[config.mk]
export PLATFORM = sky130hd
export DESIGN_NAME = audio_port_csr
export DESIGN_NICKNAME = d
export VERILOG_FILES = /design/src/rtl/apc_pkg.sv /design/src/rtl/apc_cmd.sv /design/src/rtl/apc_status.sv /design/src/rtl/apc_irq.sv /design/src/rtl/apc_hold.sv /design/src/rtl/audio_port_csr.sv
export SDC_FILE = /design/constraint.sdc
export NUM_CORES = 1
export LEC_CHECK = 0
export ABC_AREA = 1
export BUFFER_PORTS_ARGS = -buffer_cell sky130_fd_sc_hd__buf_2
export CAP_MARGIN = 20
export CELL_PAD_IN_SITES_DETAIL_PLACEMENT = 1
export CELL_PAD_IN_SITES_GLOBAL_PLACEMENT = 2
export CORE_MARGIN = 2
export CORE_UTILIZATION = 30
export CTS_BUF_LIST = sky130_fd_sc_hd__clkbuf_2 sky130_fd_sc_hd__clkbuf_4 sky130_fd_sc_hd__clkbuf_8
export CTS_CLUSTER_SIZE = 40
export DETAILED_ROUTE_END_ITERATION = 10
export PLACE_DENSITY = 0.87
export SLEW_MARGIN = 10
export SYNTH_ARGS = -nofsm -noshare
export SYNTH_HDL_FRONTEND = slang
export SYNTH_SLANG_ARGS = --single-unit
[constraint.sdc]
create_clock -name clk -period 2.65 [get_ports clk]
set_clock_uncertainty 0.1 [all_clocks]
set_input_delay 0.6625 -clock clk [delete_from_list [all_inputs] [get_ports clk]]
set_output_delay 0.6625 -clock clk [all_outputs]
set_load 0.02 [all_outputs]
[src/rtl/apc_pkg.sv]
package apc_pkg;
  localparam int AW = 8;
  localparam int BW = 32;

  localparam logic [AW-1:0] OFS_CMD   = 8'h00;
  localparam logic [AW-1:0] OFS_MODE  = 8'h04;
  localparam logic [AW-1:0] OFS_STAT  = 8'h08;
  localparam logic [AW-1:0] OFS_CLR   = 8'h0C;
  localparam logic [AW-1:0] OFS_SET   = 8'h10;
  localparam logic [AW-1:0] OFS_IEN   = 8'h14;
  localparam logic [AW-1:0] OFS_IDIS  = 8'h18;
  localparam logic [AW-1:0] OFS_IMASK = 8'h1C;
  localparam logic [AW-1:0] OFS_RXH   = 8'h20;
  localparam logic [AW-1:0] OFS_TXH   = 8'h24;
  localparam logic [AW-1:0] OFS_VER   = 8'h28;

  // status bit positions
  localparam int SB_RXON  = 0;
  localparam int SB_RXRDY = 1;
  localparam int SB_RXOV  = 2;
  localparam int SB_TXON  = 4;
  localparam int SB_TXRDY = 5;
  localparam int SB_TXUN  = 6;
  localparam int SB_RXCH  = 8;
  localparam int SB_TXCH  = 20;

  localparam int CMD_SWRST = 7;
  localparam int NPAIR     = 3; // rx, clock, tx enable pairs

  localparam logic [BW-1:0] IRQ_CAPABLE = 32'h0000_0066;
endpackage

[src/rtl/apc_cmd.sv]
module apc_cmd
  import apc_pkg::*;
(
  input  logic             clk,
  input  logic             rst_n,
  input  logic             sw_rst,
  input  logic             cmd_we,
  input  logic [2*NPAIR-1:0] cmd_bits,
  output logic [NPAIR-1:0] en_q
);
  for (genvar k = 0; k < NPAIR; k++) begin : g_pair
    always_ff @(posedge clk or negedge rst_n) begin
      if (!rst_n)                       en_q[k] <= 1'b0;
      else if (sw_rst)                  en_q[k] <= 1'b0;
      else if (cmd_we && cmd_bits[2*k+1]) en_q[k] <= 1'b0;
      else if (cmd_we && cmd_bits[2*k])   en_q[k] <= 1'b1;
    end

    // disable strobe wins over enable strobe
    a_r2_disable_wins: assert property (@(posedge clk) disable iff (!rst_n)
      (cmd_we && cmd_bits[2*k+1]) |=> !en_q[k]);
    // enable alone raises the level
    a_r2_enable_sets: assert property (@(posedge clk) disable iff (!rst_n)
      (cmd_we && cmd_bits[2*k] && !cmd_bits[2*k+1] && !sw_rst) |=> en_q[k]);
  end
endmodule

[src/rtl/apc_status.sv]
module apc_status
  import apc_pkg::*;
#(
  parameter int NCH = 2
) (
  input  logic          clk,
  input  logic          rst_n,
  input  logic          sw_rst,
  input  logic          clr_we,
  input  logic          set_we,
  input  logic [BW-1:0] wdata,
  input  logic [NCH-1:0] rxor_pulse,
  input  logic [NCH-1:0] txur_pulse,
  output logic [BW-1:0] sticky
);
  function automatic logic [BW-1:0] sticky_mask();
    logic [BW-1:0] m;
    m = '0;
    m[SB_RXOV] = 1'b1;
    m[SB_TXUN] = 1'b1;
    for (int i = 0; i < NCH; i++) begin
      m[SB_RXCH+i] = 1'b1;
      m[SB_TXCH+i] = 1'b1;
    end
    return m;
  endfunction

  localparam logic [BW-1:0] SMASK = sticky_mask();

  logic [BW-1:0] hit, nxt;

  always_comb begin
    hit = '0;
    hit[SB_RXOV] = |rxor_pulse;
    hit[SB_TXUN] = |txur_pulse;
    for (int i = 0; i < NCH; i++) begin
      hit[SB_RXCH+i] = rxor_pulse[i];
      hit[SB_TXCH+i] = txur_pulse[i];
    end
    nxt = sticky;
    if (clr_we) nxt = nxt & ~wdata;
    if (set_we) nxt = nxt | wdata;
    nxt = (nxt | hit) & SMASK;
  end

  always_ff @(posedge clk or negedge rst_n) begin
    if (!rst_n)      sticky <= '0;
    else if (sw_rst) sticky <= '0;
    else             sticky <= nxt;
  end

  // a channel pulse leaves its flag and the summary set
  a_r4_rx_sticky: assert property (@(posedge clk) disable iff (!rst_n)
    (rxor_pulse[0] && !sw_rst) |=> (sticky[SB_RXCH] && sticky[SB_RXOV]));
  a_r4_tx_sticky: assert property (@(posedge clk) disable iff (!rst_n)
    (txur_pulse[0] && !sw_rst) |=> (sticky[SB_TXCH] && sticky[SB_TXUN]));
  // a clear with no competing source empties the summary flag
  a_r5_clear: assert property (@(posedge clk) disable iff (!rst_n)
    (clr_we && wdata[SB_RXOV] && !set_we && !(|rxor_pulse)) |=> !sticky[SB_RXOV]);
  // flags with no source or set hold their value
  a_r5_hold: assert property (@(posedge clk) disable iff (!rst_n)
    (!clr_we && !set_we && !sw_rst && !(|rxor_pulse) && !(|txur_pulse)) |=> $stable(sticky));
endmodule

[src/rtl/apc_irq.sv]
module apc_irq
  import apc_pkg::*;
(
  input  logic          clk,
  input  logic          rst_n,
  input  logic          sw_rst,
  input  logic          en_we,
  input  logic          dis_we,
  input  logic [BW-1:0] wdata,
  input  logic [BW-1:0] status,
  output logic [BW-1:0] mask,
  output logic          irq
);
  always_ff @(posedge clk or negedge rst_n) begin
    if (!rst_n)      mask <= '0;
    else if (sw_rst) mask <= '0;
    else if (dis_we) mask <= mask & ~wdata;
    else if (en_we)  mask <= mask | (wdata & IRQ_CAPABLE);
  end

  assign irq = |(status & mask);

  // only interrupt-capable bits ever appear in the mask
  a_r6_mask_legal: assert property (@(posedge clk) disable iff (!rst_n)
    (mask & ~IRQ_CAPABLE) == '0);
  // a disable write clears every written bit
  a_r6_disable: assert property (@(posedge clk) disable iff (!rst_n)
    dis_we |=> ((mask & $past(wdata)) == '0));
  // a masked pending overrun raises the line
  a_r7_irq_rxov: assert property (@(posedge clk) disable iff (!rst_n)
    (status[SB_RXOV] && mask[SB_RXOV]) |-> irq);
endmodule

[src/rtl/apc_hold.sv]
module apc_hold #(
  parameter int DW = 32
) (
  input  logic          clk,
  input  logic          rst_n,
  input  logic          sw_rst,
  input  logic          rx_en,
  input  logic          rx_valid,
  output logic          rx_ready,
  input  logic [DW-1:0] rx_data,
  input  logic          rx_pop,
  output logic          rx_full,
  output logic [DW-1:0] rx_q,
  input  logic          tx_push,
  input  logic [DW-1:0] tx_wdata,
  output logic          tx_valid,
  input  logic          tx_ready,
  output logic [DW-1:0] tx_q
);
  assign rx_ready = rx_en & ~rx_full;
  assign tx_valid = tx_q_full;

  logic tx_q_full;

  always_ff @(posedge clk or negedge rst_n) begin
    if (!rst_n) begin
      rx_full <= 1'b0;
      rx_q    <= '0;
    end else if (sw_rst) begin
      rx_full <= 1'b0;
      rx_q    <= '0;
    end else if (rx_valid && rx_ready) begin
      rx_full <= 1'b1;
      rx_q    <= rx_data;
    end else if (rx_pop) begin
      rx_full <= 1'b0;
    end
  end

  always_ff @(posedge clk or negedge rst_n) begin
    if (!rst_n) begin
      tx_q_full <= 1'b0;
      tx_q      <= '0;
    end else if (sw_rst) begin
      tx_q_full <= 1'b0;
      tx_q      <= '0;
    end else if (tx_push) begin
      tx_q_full <= 1'b1;
      tx_q      <= tx_wdata;
    end else if (tx_q_full && tx_ready) begin
      tx_q_full <= 1'b0;
    end
  end

  // a full receive register keeps its sample until popped
  a_r8_rx_hold: assert property (@(posedge clk) disable iff (!rst_n)
    (rx_full && !rx_pop && !sw_rst) |=> (rx_full && $stable(rx_q)));
  // a stalled transmit sample stays valid and stable
  a_r9_tx_hold: assert property (@(posedge clk) disable iff (!rst_n)
    (tx_valid && !tx_ready && !tx_push && !sw_rst) |=> (tx_valid && $stable(tx_q)));
endmodule

[src/rtl/audio_port_csr.sv]
module audio_port_csr
  import apc_pkg::*;
#(
  parameter int          NCH     = 2,
  parameter int          DW      = 32,
  parameter logic [31:0] VERSION = 32'h0001_0300
) (
  input  logic           clk,
  input  logic           rst_n,
  input  logic           bus_we,
  input  logic           bus_re,
  input  logic [7:0]     bus_addr,
  input  logic [31:0]    bus_wdata,
  output logic [31:0]    bus_rdata,
  input  logic           rx_valid,
  output logic           rx_ready,
  input  logic [DW-1:0]  rx_data,
  output logic           tx_valid,
  input  logic           tx_ready,
  output logic [DW-1:0]  tx_data,
  input  logic [NCH-1:0] rxor_pulse,
  input  logic [NCH-1:0] txur_pulse,
  output logic           rx_enable,
  output logic           tx_enable,
  output logic           clk_enable,
  output logic [31:0]    mode_cfg,
  output logic           irq
);
  logic wr_cmd, sw_rst;
  logic [NPAIR-1:0] en_q;
  logic [BW-1:0] sticky, status, mask, rx_word;
  logic rx_full;
  logic [DW-1:0] rx_q;

  assign wr_cmd = bus_we && (bus_addr == OFS_CMD);
  assign sw_rst = wr_cmd && bus_wdata[CMD_SWRST];

  assign rx_enable  = en_q[0];
  assign clk_enable = en_q[1];
  assign tx_enable  = en_q[2];

  apc_cmd u_cmd (
    .clk(clk), .rst_n(rst_n), .sw_rst(sw_rst), .cmd_we(wr_cmd),
    .cmd_bits(bus_wdata[2*NPAIR-1:0]), .en_q(en_q)
  );

  apc_status #(.NCH(NCH)) u_stat (
    .clk(clk), .rst_n(rst_n), .sw_rst(sw_rst),
    .clr_we(bus_we && (bus_addr == OFS_CLR)),
    .set_we(bus_we && (bus_addr == OFS_SET)),
    .wdata(bus_wdata), .rxor_pulse(rxor_pulse), .txur_pulse(txur_pulse),
    .sticky(sticky)
  );

  apc_hold #(.DW(DW)) u_hold (
    .clk(clk), .rst_n(rst_n), .sw_rst(sw_rst), .rx_en(en_q[0]),
    .rx_valid(rx_valid), .rx_ready(rx_ready), .rx_data(rx_data),
    .rx_pop(bus_re && (bus_addr == OFS_RXH)),
    .rx_full(rx_full), .rx_q(rx_q),
    .tx_push(bus_we && (bus_addr == OFS_TXH)), .tx_wdata(bus_wdata[DW-1:0]),
    .tx_valid(tx_valid), .tx_ready(tx_ready), .tx_q(tx_data)
  );

  always_comb begin
    status = sticky;
    status[SB_RXON]  = en_q[0];
    status[SB_RXRDY] = rx_full;
    status[SB_TXON]  = en_q[2];
    status[SB_TXRDY] = ~tx_valid;
  end

  apc_irq u_irq (
    .clk(clk), .rst_n(rst_n), .sw_rst(sw_rst),
    .en_we(bus_we && (bus_addr == OFS_IEN)),
    .dis_we(bus_we && (bus_addr == OFS_IDIS)),
    .wdata(bus_wdata), .status(status), .mask(mask), .irq(irq)
  );

  always_ff @(posedge clk or negedge rst_n) begin
    if (!rst_n)                                 mode_cfg <= '0;
    else if (sw_rst)                            mode_cfg <= '0;
    else if (bus_we && (bus_addr == OFS_MODE))  mode_cfg <= bus_wdata;
  end

  always_comb begin
    rx_word = '0;
    rx_word[DW-1:0] = rx_q;
  end

  always_comb begin
    unique case (bus_addr)
      OFS_MODE:  bus_rdata = mode_cfg;
      OFS_STAT:  bus_rdata = status;
      OFS_IMASK: bus_rdata = mask;
      OFS_RXH:   bus_rdata = rx_word;
      OFS_VER:   bus_rdata = VERSION;
      default:   bus_rdata = '0;
    endcase
  end

  // software reset clears configuration and enables on the next edge
  a_r10_swrst: assert property (@(posedge clk) disable iff (!rst_n)
    sw_rst |=> (mode_cfg == '0 && mask == '0 && !rx_enable && !tx_enable && !clk_enable && !tx_valid));
  // mode word follows a write on the next edge
  a_r11_mode: assert property (@(posedge clk) disable iff (!rst_n)
    (bus_we && bus_addr == OFS_MODE) |=> (mode_cfg == $past(bus_wdata)));
  // the command offset never returns data
  a_r3_cmd_reads_zero: assert property (@(posedge clk) disable iff (!rst_n)
    (bus_addr == OFS_CMD) |-> (bus_rdata == '0));
endmodule

==> metrics.md, run 1 <==
| Metric | Value |
|---|---|
| Met3 WL post-DR | `1518 um` |
| Post-synth top area cell | `dfrtp_1` |
| Worst Hold Class | `primary input to asynchronous set/reset pin` |
| Gate Count Post-Synth | `812` |
| Routed WL | `26,020 um` |
| WP buf/inv | `5` |
| Mean routed wirelength per cell | `20.19 um` |
| Violated checks | `negative setup slack` |
| Crit. End Element | `primary output` |
| Detailed Place HPWL | `18,010 um` |
| Slowest stage delay, CP | `0.17 ns` |
| Post-synthesis sequential area ratio | `between 50% and 60%` |
| Max layer used | `met4` |
| Maximum net fanout on the critical path | `8` |
| PnR worst setup slack | `-0.02042 ns` |
| Post-Route Setup TNS | `-0.02821 ns` |
| Hold Fails Final Rpt | `0` |
| Root Buffer | `clkbuf_8` |
| Power Total | `5.384 mW` |
| # diodes | `0` |
| Clock Tree Buf Depth | `2` |
| H-tree Lvls | `4` |
| Yosys warns | `0` |
| Initial antenna violation count | `0` |
| Hold-fix buffers, CTS | `0` |
| # IOs | `184` |
| Slowest CP cell | `clkbuf_16` |
| Largest net degree at the start of global routing | `55` |
| NumNets Final | `1,083` |
| Area Overhead vs Synth | `35.02%` |
| Core area | `0.02115 mm^2` |
| Largest cells by area after synthesis | `dfrtp_1, nand3_1, nand2_1` |
| Post-synth ARST share | `100.0%` |
| Skew-Pair Late Insertion Delay | `0.45 ns` |
| Slew headroom | `54.61%` |
| PwrDens | `a little over 600 mW/mm^2` |
| Req. time, crit path | `1.89 ns` |
| Vias | `6,636` |
| CTS clock-pin slew for the worst setup and hold paths | `0.08 ns` |
| Max Cap Viol | `0` |
| Die area | `approximately 0.023 mm^2` |
| Metal2 WL | `roughly 13,000 um` |
| Met1 Wirelength | `11,230 um` |
| Crit path kind | `primary input to primary output` |
| Die width | `~150 um` |
| RSZ-0062 raised after global routing | `true` |
| Flops & latches, synth | `139` |
| CP top delay family | `buffers and inverters` |
| Outcome | `finished, violations left` |
| Post-Syn Nets | `894` |
| Maximum vdd drop | `0.2822 mV` |
| Initial drt markers | `roughly 410` |
| R2R Setup Slk | `0.67 ns` |
| Std cell rows | `53` |
| Distinct cell type count after synthesis | `24` |
| Top-area cell type share of the netlist area | `53.38%` |
| Vias in the first global route | `between 6,000 and 7,000` |
| Placer Congestion | `0.8623` |
| # setup viols final | `2` |
| Starting Density | `between 30% and 40%` |
| Most frequent cells after synthesis | `nand2_1, nand3_1, dfrtp_1` |
| Tcrit/Tclk final | `100.8%` |
| Pins Over Slew Limit | `0` |
| Period minus WS final | `2.670 ns` |
| Die height | `151.4 um` |
| Avg Inst Size Synth | `8.025 um^2` |
| Top FF cell, synth | `dfrtp_1` |
| Cells along the critical path | `buf_6 -> nor2_4 -> buf_6 -> nand3_4 -> nor2_4 -> buf_12 -> clkbuf_16 -> nand2_4 -> nand4_1 -> buf_4` |
| Vias per cell | `about 5` |
| Worst Max-Slew Pin Slew | `around 0.68 ns` |
| CTS tree | `done` |
| CTS Buf Count | `17` |
| Global-route wire length before repair | `39,160 um` |
| Crit path DAT | `approximately 1.9 ns` |
| GRT Util Overall | `22.77%` |
| Fraction of layout cells with a size suffix above 1 | `28.99%` |
| First-pass DRT Iterations | `4` |
| IO buf count | `183` |
| FMAX | `approximately 370 MHz` |
| Number of enable flip-flop cells after synthesis | `0` |
| Final ANT Viol Nets | `0` |
| Top-count cell post-synth | `nand2_1` |
| Grt ovf | `0` |
| Lkg Pwr | `4.842 nW` |
| Startpoint Class | `primary input` |
| Clock sink count | `139` |
| # DRC | `0` |
| Synthesized area | `0.006516 mm^2` |
| Layout fillers | `approximately 2,600` |
==> worst reg2reg max path, delay by kind of cell, from the launching register on <==
family | cells | cell delay (ns)
buffers and inverters | 3 | 0.78
AND/OR/NAND/NOR | 4 | 0.60
flip-flops | 1 | 0.44
==> registers in the layout, indices dropped and copies added (netlist names) <==
name	flops
mode_cfg	32
u_cmd.en_q	3
u_hold.rx_full	1
u_hold.rx_q	32
u_hold.tx_q	32
u_hold.tx_valid	1
u_irq.mask	32
u_stat.sticky	6
==> layer usage <==
metal / global-route usage (%) / vias up
met2: 37.92 / 204
met5: 0 / -
li1: - / 3071
met1: 30.76 / 3340
met3: 4.488 / 21
met4: 4.907 / 0
==> placed cells by master (no fill, tap or decap), types with 8 or more instances in the layout <==
cell / n
nand2_1: 258
clkbuf_8: 19
nand3_2: 16
inv_1: 27
buf_6: 19
buf_2: 150
buf_4: 36
nand3_1: 207
dfrtp_1: 139
buf_12: 14
nor2_1: 23
o21ai_0: 8
nand4_1: 11
a21oi_1: 41
==> kinds of logic after synthesis <==
| kind of cell | synth area share [%] |
|---|---|
| and+or+nand+nor | 36.48 |
| DFF | 53.38 |
| AOI/OAI and AO/OA | 4.282 |
| buffers and inverters | 5.856 |
==> repair_timing <==
action	4_1_cts	5_1_grt
gates cloned	1	4
pin swaps	1	4
endpoints found under the setup margin	1	32
resized for setup	11	68
buffers inserted	1	3
==> power by group <==
group / switching [mW] / internal (mW)
Sequential: 0.289 / 2.43
Clock: 0.851 / 1.09
Combinational: 0.440 / 0.282
Total: 1.58 / 3.80
==> final cells by class <==
type                            count  area, um^2  share of cell area, %
Multi-Input combinational cell    590        2800                  31.83
Clock buffer                       21       276.5                  3.143
Tap cell                          275       344.1                  3.911
Sequential cell                   139        3478                  39.53
Timing Repair Buffer              224        1623                  18.44
Clock inverter                     11       167.7                  1.906
Inverter                           29       108.9                  1.237
==> metrics by stage <==
step,hold WS (ns),util [%],instances,cell area (um^2),worst slack (ns)
detailed placement,0.3860,37.42,1249,7916,-0.03213
finish,0.06316,41.59,1289,8798,-0.02042
floorplan,0.2669,-,812,6516,0.1895
global route,0.07369,41.59,1289,8798,-0.07881
global placement,0.3826,37.42,1249,7916,0.001515
CTS,0.07275,39.89,1283,8438,-0.002587
==> path summary, 6_finish.rpt <==
kind / start / cells after the start / end
max reg2reg: u_cmd.en_q[0] / 7 / u_hold.rx_q[14]
min in group clk: bus_wdata[31] / 2 / u_irq.mask[31]
min: rst_n / 1 / u_hold.tx_q[23]
max: bus_addr[0] / 10 / bus_rdata[4]
max in group asynchronous: rst_n / 2 / u_stat.sticky[8]
min reg2reg: u_hold.tx_q[25] / 2 / u_hold.tx_q[25]
Note: power is estimated with default switching activity, not from simulation.
==> run 2: changes to the inputs <==
--- a/config.mk
+++ b/config.mk
@@ -10,10 +10,9 @@
 export CAP_MARGIN = 20
 export CELL_PAD_IN_SITES_DETAIL_PLACEMENT = 1
 export CELL_PAD_IN_SITES_GLOBAL_PLACEMENT = 2
-export CORE_MARGIN = 2
+export CORE_MARGIN = 5
 export CORE_UTILIZATION = 30
 export CTS_BUF_LIST = sky130_fd_sc_hd__clkbuf_2 sky130_fd_sc_hd__clkbuf_4 sky130_fd_sc_hd__clkbuf_8
-export CTS_CLUSTER_SIZE = 40
 export DETAILED_ROUTE_END_ITERATION = 10
 export PLACE_DENSITY = 0.87
 export SLEW_MARGIN = 10
==> constraint.sdc (replaced) <==
create_clock -name clk -period 2.65 [get_ports clk]
set_clock_uncertainty 0.1 [all_clocks]
set_input_delay 0.265 -clock clk [delete_from_list [all_inputs] [get_ports clk]]
set_output_delay 0.265 -clock clk [all_outputs]
set_load 0.02 [all_outputs]
==> metrics.md, run 2 (same netlist as run 1, synthesis figures left out) <==
| Metric | Value |
|---|---|
| CTS tree | `done` |
| Hold Fails Final Rpt | `0` |
| Max Cap Viol | `0` |
| Area Overhead vs Synth | `34.45%` |
| GRT met1 Usage | `a little over a quarter` |
| Worst Max-Slew Pin Slew | `1.020 ns` |
| Clock Tree Buf Depth | `2` |
| PostCTS Resize Cnt | `0` |
| Mean routed wirelength per cell | `19.04 um` |
| Die width | `157.4 um` |
| Crit. End Element | `primary output` |
| PwrDens | `603.2 mW/mm^2` |
| First-pass DRT Iterations | `4` |
| Final ANT Viol Nets | `0` |
| Post-CTS Setup Bufs | `0` |
| GRT Util Overall | `about a fifth` |
| FMAX | `475.5 MHz` |
| Vias in the first global route | `6,802` |
| Vias | `6,583` |
| Largest net degree at the start of global routing | `82` |
| PnR worst setup slack | `0.5469 ns` |
| # IOs | `184` |
| Detailed Place HPWL | `17,460 um` |
| Fraction of layout cells with a size suffix above 1 | `about 23%` |
| NumNets Final | `1,118` |
| Outcome | `finished clean` |
| Met3 usage | `4.509%` |
| # DRC | `0` |
| IO buf count | `between 150 and 200` |
| GRT busiest layer | `met2` |
| Vias per cell | `~5` |
| Root Buffer | `clkbuf_8` |
| # setup viols final | `0` |
| Grt ovf | `0` |
| CTS Buf Count | `17` |
| Placer Congestion | `roughly 0.85` |
| Initial antenna violation count | `0` |
| Die area | `0.02477 mm^2` |
| Grt met2 use | `34.95%` |
| Die height | `roughly 160 um` |
| Std cell rows | `54` |
| Skew-Pair Late Insertion Delay | `roughly 0.44 ns` |
| Pins Over Slew Limit | `0` |
| Post-Route Setup TNS | `0 ns` |
| Starting Density | `between 30 and 40%` |
| Tcrit/Tclk final | `about four fifths` |
| Hold-fix buffers, CTS | `~60` |
| Crit path kind | `primary input to primary output` |
| Period minus WS final | `2.103 ns` |
| # diodes | `0` |
| CTS clock-pin slew for the worst setup and hold paths | `approximately 0.08 ns` |
| Startpoint Class | `primary input` |
| Global-route wire length before repair | `around 39,000 um` |
| Initial drt markers | `between 300 and 400` |
| Most frequent cells in the layout | `nand2_1, nand3_1, buf_2, dfrtp_1, dlygate4sd3_1` |
| Crit path DAT | `~1.7 ns` |
| Routed WL | `25,310 um` |
| Slew headroom | `31.94%` |
| Core area | `0.02162 mm^2` |
| Lkg Pwr | `around 4.8 nW` |
| H-tree Lvls | `4` |
| Commonest non-fill, non-tap cell in the layout | `nand2_1` |
| Worst Hold Class | `primary input to flop` |
| Maximum net fanout on the critical path | `21` |
| Maximum vdd drop | `0.2596 mV` |
| Req. time, crit path | `2.29 ns` |
| Util after Layout | `40.52%` |
| Worst slack at placement | `0.4811 ns` |
| Clock sink count | `139` |
| RSZ-0062 raised after global routing | `false` |
run 2: cell count changes in the layout (fill, tap and decap cells not counted), moves of 7 or more:
| cell | before | now |
|---|---|---|
| buf_6 | 19 | 1 |
| buf_12 | 14 | 6 |
| dlygate4sd3_1 | 0 | 61 |
| nand3_2 | 16 | 1 |
| nand2_1 | 258 | 265 |
| buf_2 | 150 | 182 |
| nand3_1 | 207 | 222 |
| buf_4 | 36 | 9 |
run 2: layout make-up:
| type | instances | area, um^2 |
|---|---|---|
| Sequential cell | 139 | 3478 |
| Clock inverter | 7 | 112.6 |
| Inverter | 29 | 108.9 |
| Timing Repair Buffer | 259 | 1720 |
| Multi-Input combinational cell | 590 | 2678 |
| Clock buffer | 25 | 312.8 |
| Fill cell | 2647 | 12860 |
| Tap cell | 280 | 350.3 |
run 2: stage by stage:
step                      hold WS [ns]  cell area [um^2]  total power [mW]  instances
after floorplan                -0.1306              6516             3.013        812
after global placement          0.2548              7725             3.348       1236
after CTS                     0.001232              8761             5.346       1329
after detailed placement        0.2597              7725             3.390       1236
after global routing          0.003179              8761             5.561       1329
final                          0.03883              8761             5.284       1329
run 2: metal layers:
metal	up-vias	part of all wire (%)
met5	-	0
met4	0	1.2
met3	17	5.8
met2	191	49
met1	3237	43
li1	3138	-
run 2: worst paths after layout:
| kind | start | endpoint | slack (ns) | cells past startpoint |
|---|---|---|---|---|
| setup reg to reg | u_cmd.en_q[0] | u_hold.rx_q[24] | 0.98 | 7 |
| max in group asynchronous | rst_n | mode_cfg[18] | 1.43 | 3 |
| min in group asynchronous | rst_n | u_hold.tx_q[25] | 0.34 | 2 |
| hold / removal | bus_wdata[2] | u_hold.tx_q[2] | 0.04 | 3 |
| hold reg to reg | u_hold.tx_q[24] | u_hold.tx_q[24] | 0.40 | 2 |
| setup / recovery | bus_addr[7] | bus_rdata[16] | 0.55 | 8 |
run 2: where the power goes:
part | leakage, nW | switching, mW | internal, mW | total (mW)
clock | 0.221 | 0.825 | 1.06 | 1.88
sequential | 1.84 | 0.203 | 2.43 | 2.63
combinational | 2.72 | 0.449 | 0.325 | 0.774
run 2: critical path, cell delays in order:
cell and delay [ns]:
buf_2 0.10, nor2_2 0.19, nand2_1 0.16, nor2_4 0.38, buf_12 0.22, nand2_1 0.06, nand3_1 0.14, buf_2 0.19
==> run 3: changes to the inputs <==
==> constraint.sdc (replaced) <==
create_clock -name clk -period 2 [get_ports clk]
set_clock_uncertainty 0.1 [all_clocks]
set_input_delay 0.2 -clock clk [delete_from_list [all_inputs] [get_ports clk]]
set_output_delay 0.2 -clock clk [all_outputs]
set_load 0.02 [all_outputs]
==> metrics.md, run 3 (same netlist as run 1, synthesis figures left out) <==
| Metric | Value |
|---|---|
| Slowest stage delay, CP | `0.45 ns` |
| WP buf/inv | `1` |
| CTS tree | `done` |
| Fraction of layout cells with a size suffix above 1 | `roughly a quarter` |
| Req. time, crit path | `between 1.5 and 2 ns` |
| Clock Tree Buf Depth | `2` |
| Vias | `6,785` |
| FMAX | `528.0 MHz` |
| Crit path kind | `flop to primary output` |
| Maximum vdd drop | `0.3462 mV` |
| Worst Hold Class | `primary input to flop` |
| Vias per cell | `between 5 and 6` |
| Non-Filler Instances | `approximately 1,400` |
| Initial drt markers | `285` |
| Max layer used | `met4` |
| # setup viols final | `0` |
| PwrDens | `788.8 mW/mm^2` |
| Most frequent cells in the layout | `nand2_1, nand3_1, buf_2, dfrtp_1, dlygate4sd3_1` |
| First-pass DRT Iterations | `5` |
| Placed Area | `0.007840 mm^2` |
| Met3 WL post-DR | `around 1400 um` |
| CTS clock-pin slew for the worst setup and hold paths | `0.08 ns` |
| Final ANT Viol Nets | `0` |
| Layout fillers | `2,666` |
| Largest net degree at the start of global routing | `54` |
| Clock sink count | `around 140` |
| Std cell rows | `54` |
| Area Overhead vs Synth | `38.08%` |
| Grt ovf | `0` |
| Power Total | `7.097 mW` |
| Design area | `~0.009 mm^2` |
| H-tree Lvls | `4` |
| Maximum net fanout on the critical path | `4` |
| Die area | `0.02477 mm^2` |
| Hold Fails Final Rpt | `0` |
| Startpoint Class | `flop` |
| # IOs | `184` |
| CP top delay family | `flip-flops` |
| Crit path DAT | `around 1.6 ns` |
| Worst hold slack | `0.04398 ns` |
| Worst Max-Slew Pin Slew | `0.6272 ns` |
| Pins Over Slew Limit | `0` |
| Detailed Place HPWL | `roughly 18,000 um` |
| IO buf count | `between 150 and 200` |
| Crit. End Element | `primary output` |
| Reg area | `0.003480 mm^2` |
| Die width | `157.4 um` |
| Starting Density | `a little under a third` |
| Metal2 WL | `12,890 um` |
| Met1 Wirelength | `11,180 um` |
| Tcrit/Tclk final | `a little over nine tenths` |
| Outcome | `finished clean` |
| NumNets Final | `1,140` |
| Post-CTS Setup Bufs | `0` |
| Die height | `between 150 and 200 um` |
| Cells along the critical path | `a22o_1 -> a21oi_2 -> nand3_2 -> buf_4` |
| Vias in the first global route | `7,107` |
| Slew headroom | `58.04%` |
| Slowest CP cell | `dfrtp_2` |
| Initial antenna violation count | `0` |
| Lkg Pwr | `4.886 nW` |
| Period minus WS final | `between 1.5 and 2 ns` |
| Placer Congestion | `~0.83` |
| Core area | `0.02162 mm^2` |
| Skew-Pair Late Insertion Delay | `0.45 ns` |
| Global-route wire length before repair | `39,760 um` |
| CTS Buf Count | `17` |
| Commonest non-fill, non-tap cell in the layout | `nand2_1` |
| GRT Util Overall | `20.83%` |
| Root Buffer | `clkbuf_8` |
| # diodes | `0` |
| # DRC | `0` |
| Area of the multi-input gates | `0.002693 mm^2` |
| Mean routed wirelength per cell | `19.11 um` |
| Util after Layout | `41.61%` |
| Dpl cells | `between 1,000 and 1,500` |
| Routed WL | `25,790 um` |
| Max Cap Viol | `0` |
## run 3: cell count changes in the layout (fill, tap and decap cells not counted), sizes merged
cell / previous run / this run
clkinvlp: 1 / 2
bufinv: 3 / 4
dlygate4sd3: 61 / 71
buf: 198 / 210
clkbuf: 25 / 19
clkinv: 3 / 6
## run 3: repair_timing
item                                    4_1_cts  5_1_grt
gates resized for setup                       1        4
hold endpoints to repair                    247        0
pin swaps                                     0        1
hold buffers                                 71        0
endpoints found under the setup margin        1        1
## run 3: through the flow
stage               setup slack (ns)  setup TNS, ns
floorplan                     0.2877              0
global placement              0.1524              0
detailed placement            0.1314              0
CTS                          0.05249              0
global route               -0.004454      -0.004454
finish                        0.1059              0
## run 3: layout make-up
| type | instances | area share [%] |
|---|---|---|
| sequential | 139 | 38.67 |
| multi-input combinational | 590 | 29.93 |
| timing repair buffer | 281 | 21.54 |
| tap | 280 | 3.894 |
| clock buffer | 19 | 2.837 |
| clock inverter | 12 | 1.919 |
| inverter | 29 | 1.210 |
## run 3: worst reg2reg max path, cell delays in order, from the launching register on
cell and delay (ns):
dfrtp_1 0.46, inv_1 0.13, nor2_1 0.24, nand2_1 0.11
inv_1 0.08, buf_4 0.26, nand3_1 0.17, nand2_1 0.10
## run 3: metal layers
metal,global-route usage [%],vias up
met5,0,-
li1,-,3176
met4,4.670,0
met3,4.124,19
met2,36.15,190
met1,26.93,3400
## run 3: power breakdown
part	switching (mW)	internal (mW)	total [mW]	leakage (nW)
combinational	0.601	0.456	1.06	2.83
clock	1.13	1.39	2.52	0.215
sequential	0.302	3.21	3.52	1.84
## run 3: final timing paths
path                       slack [ns]           endpoint             from  depth (start not counted)
max                              0.11                irq    u_cmd.en_q[2]                          4
min in group asynchronous        0.17    u_hold.tx_q[31]            rst_n                          2
max in group asynchronous        0.96      u_cmd.en_q[2]            rst_n                          3
min                              0.04  u_stat.sticky[20]    txur_pulse[0]                          5
max reg2reg                      0.29    u_hold.rx_q[18]    u_cmd.en_q[0]                          7
min reg2reg                      0.40    u_hold.tx_q[26]  u_hold.tx_q[26]                          2
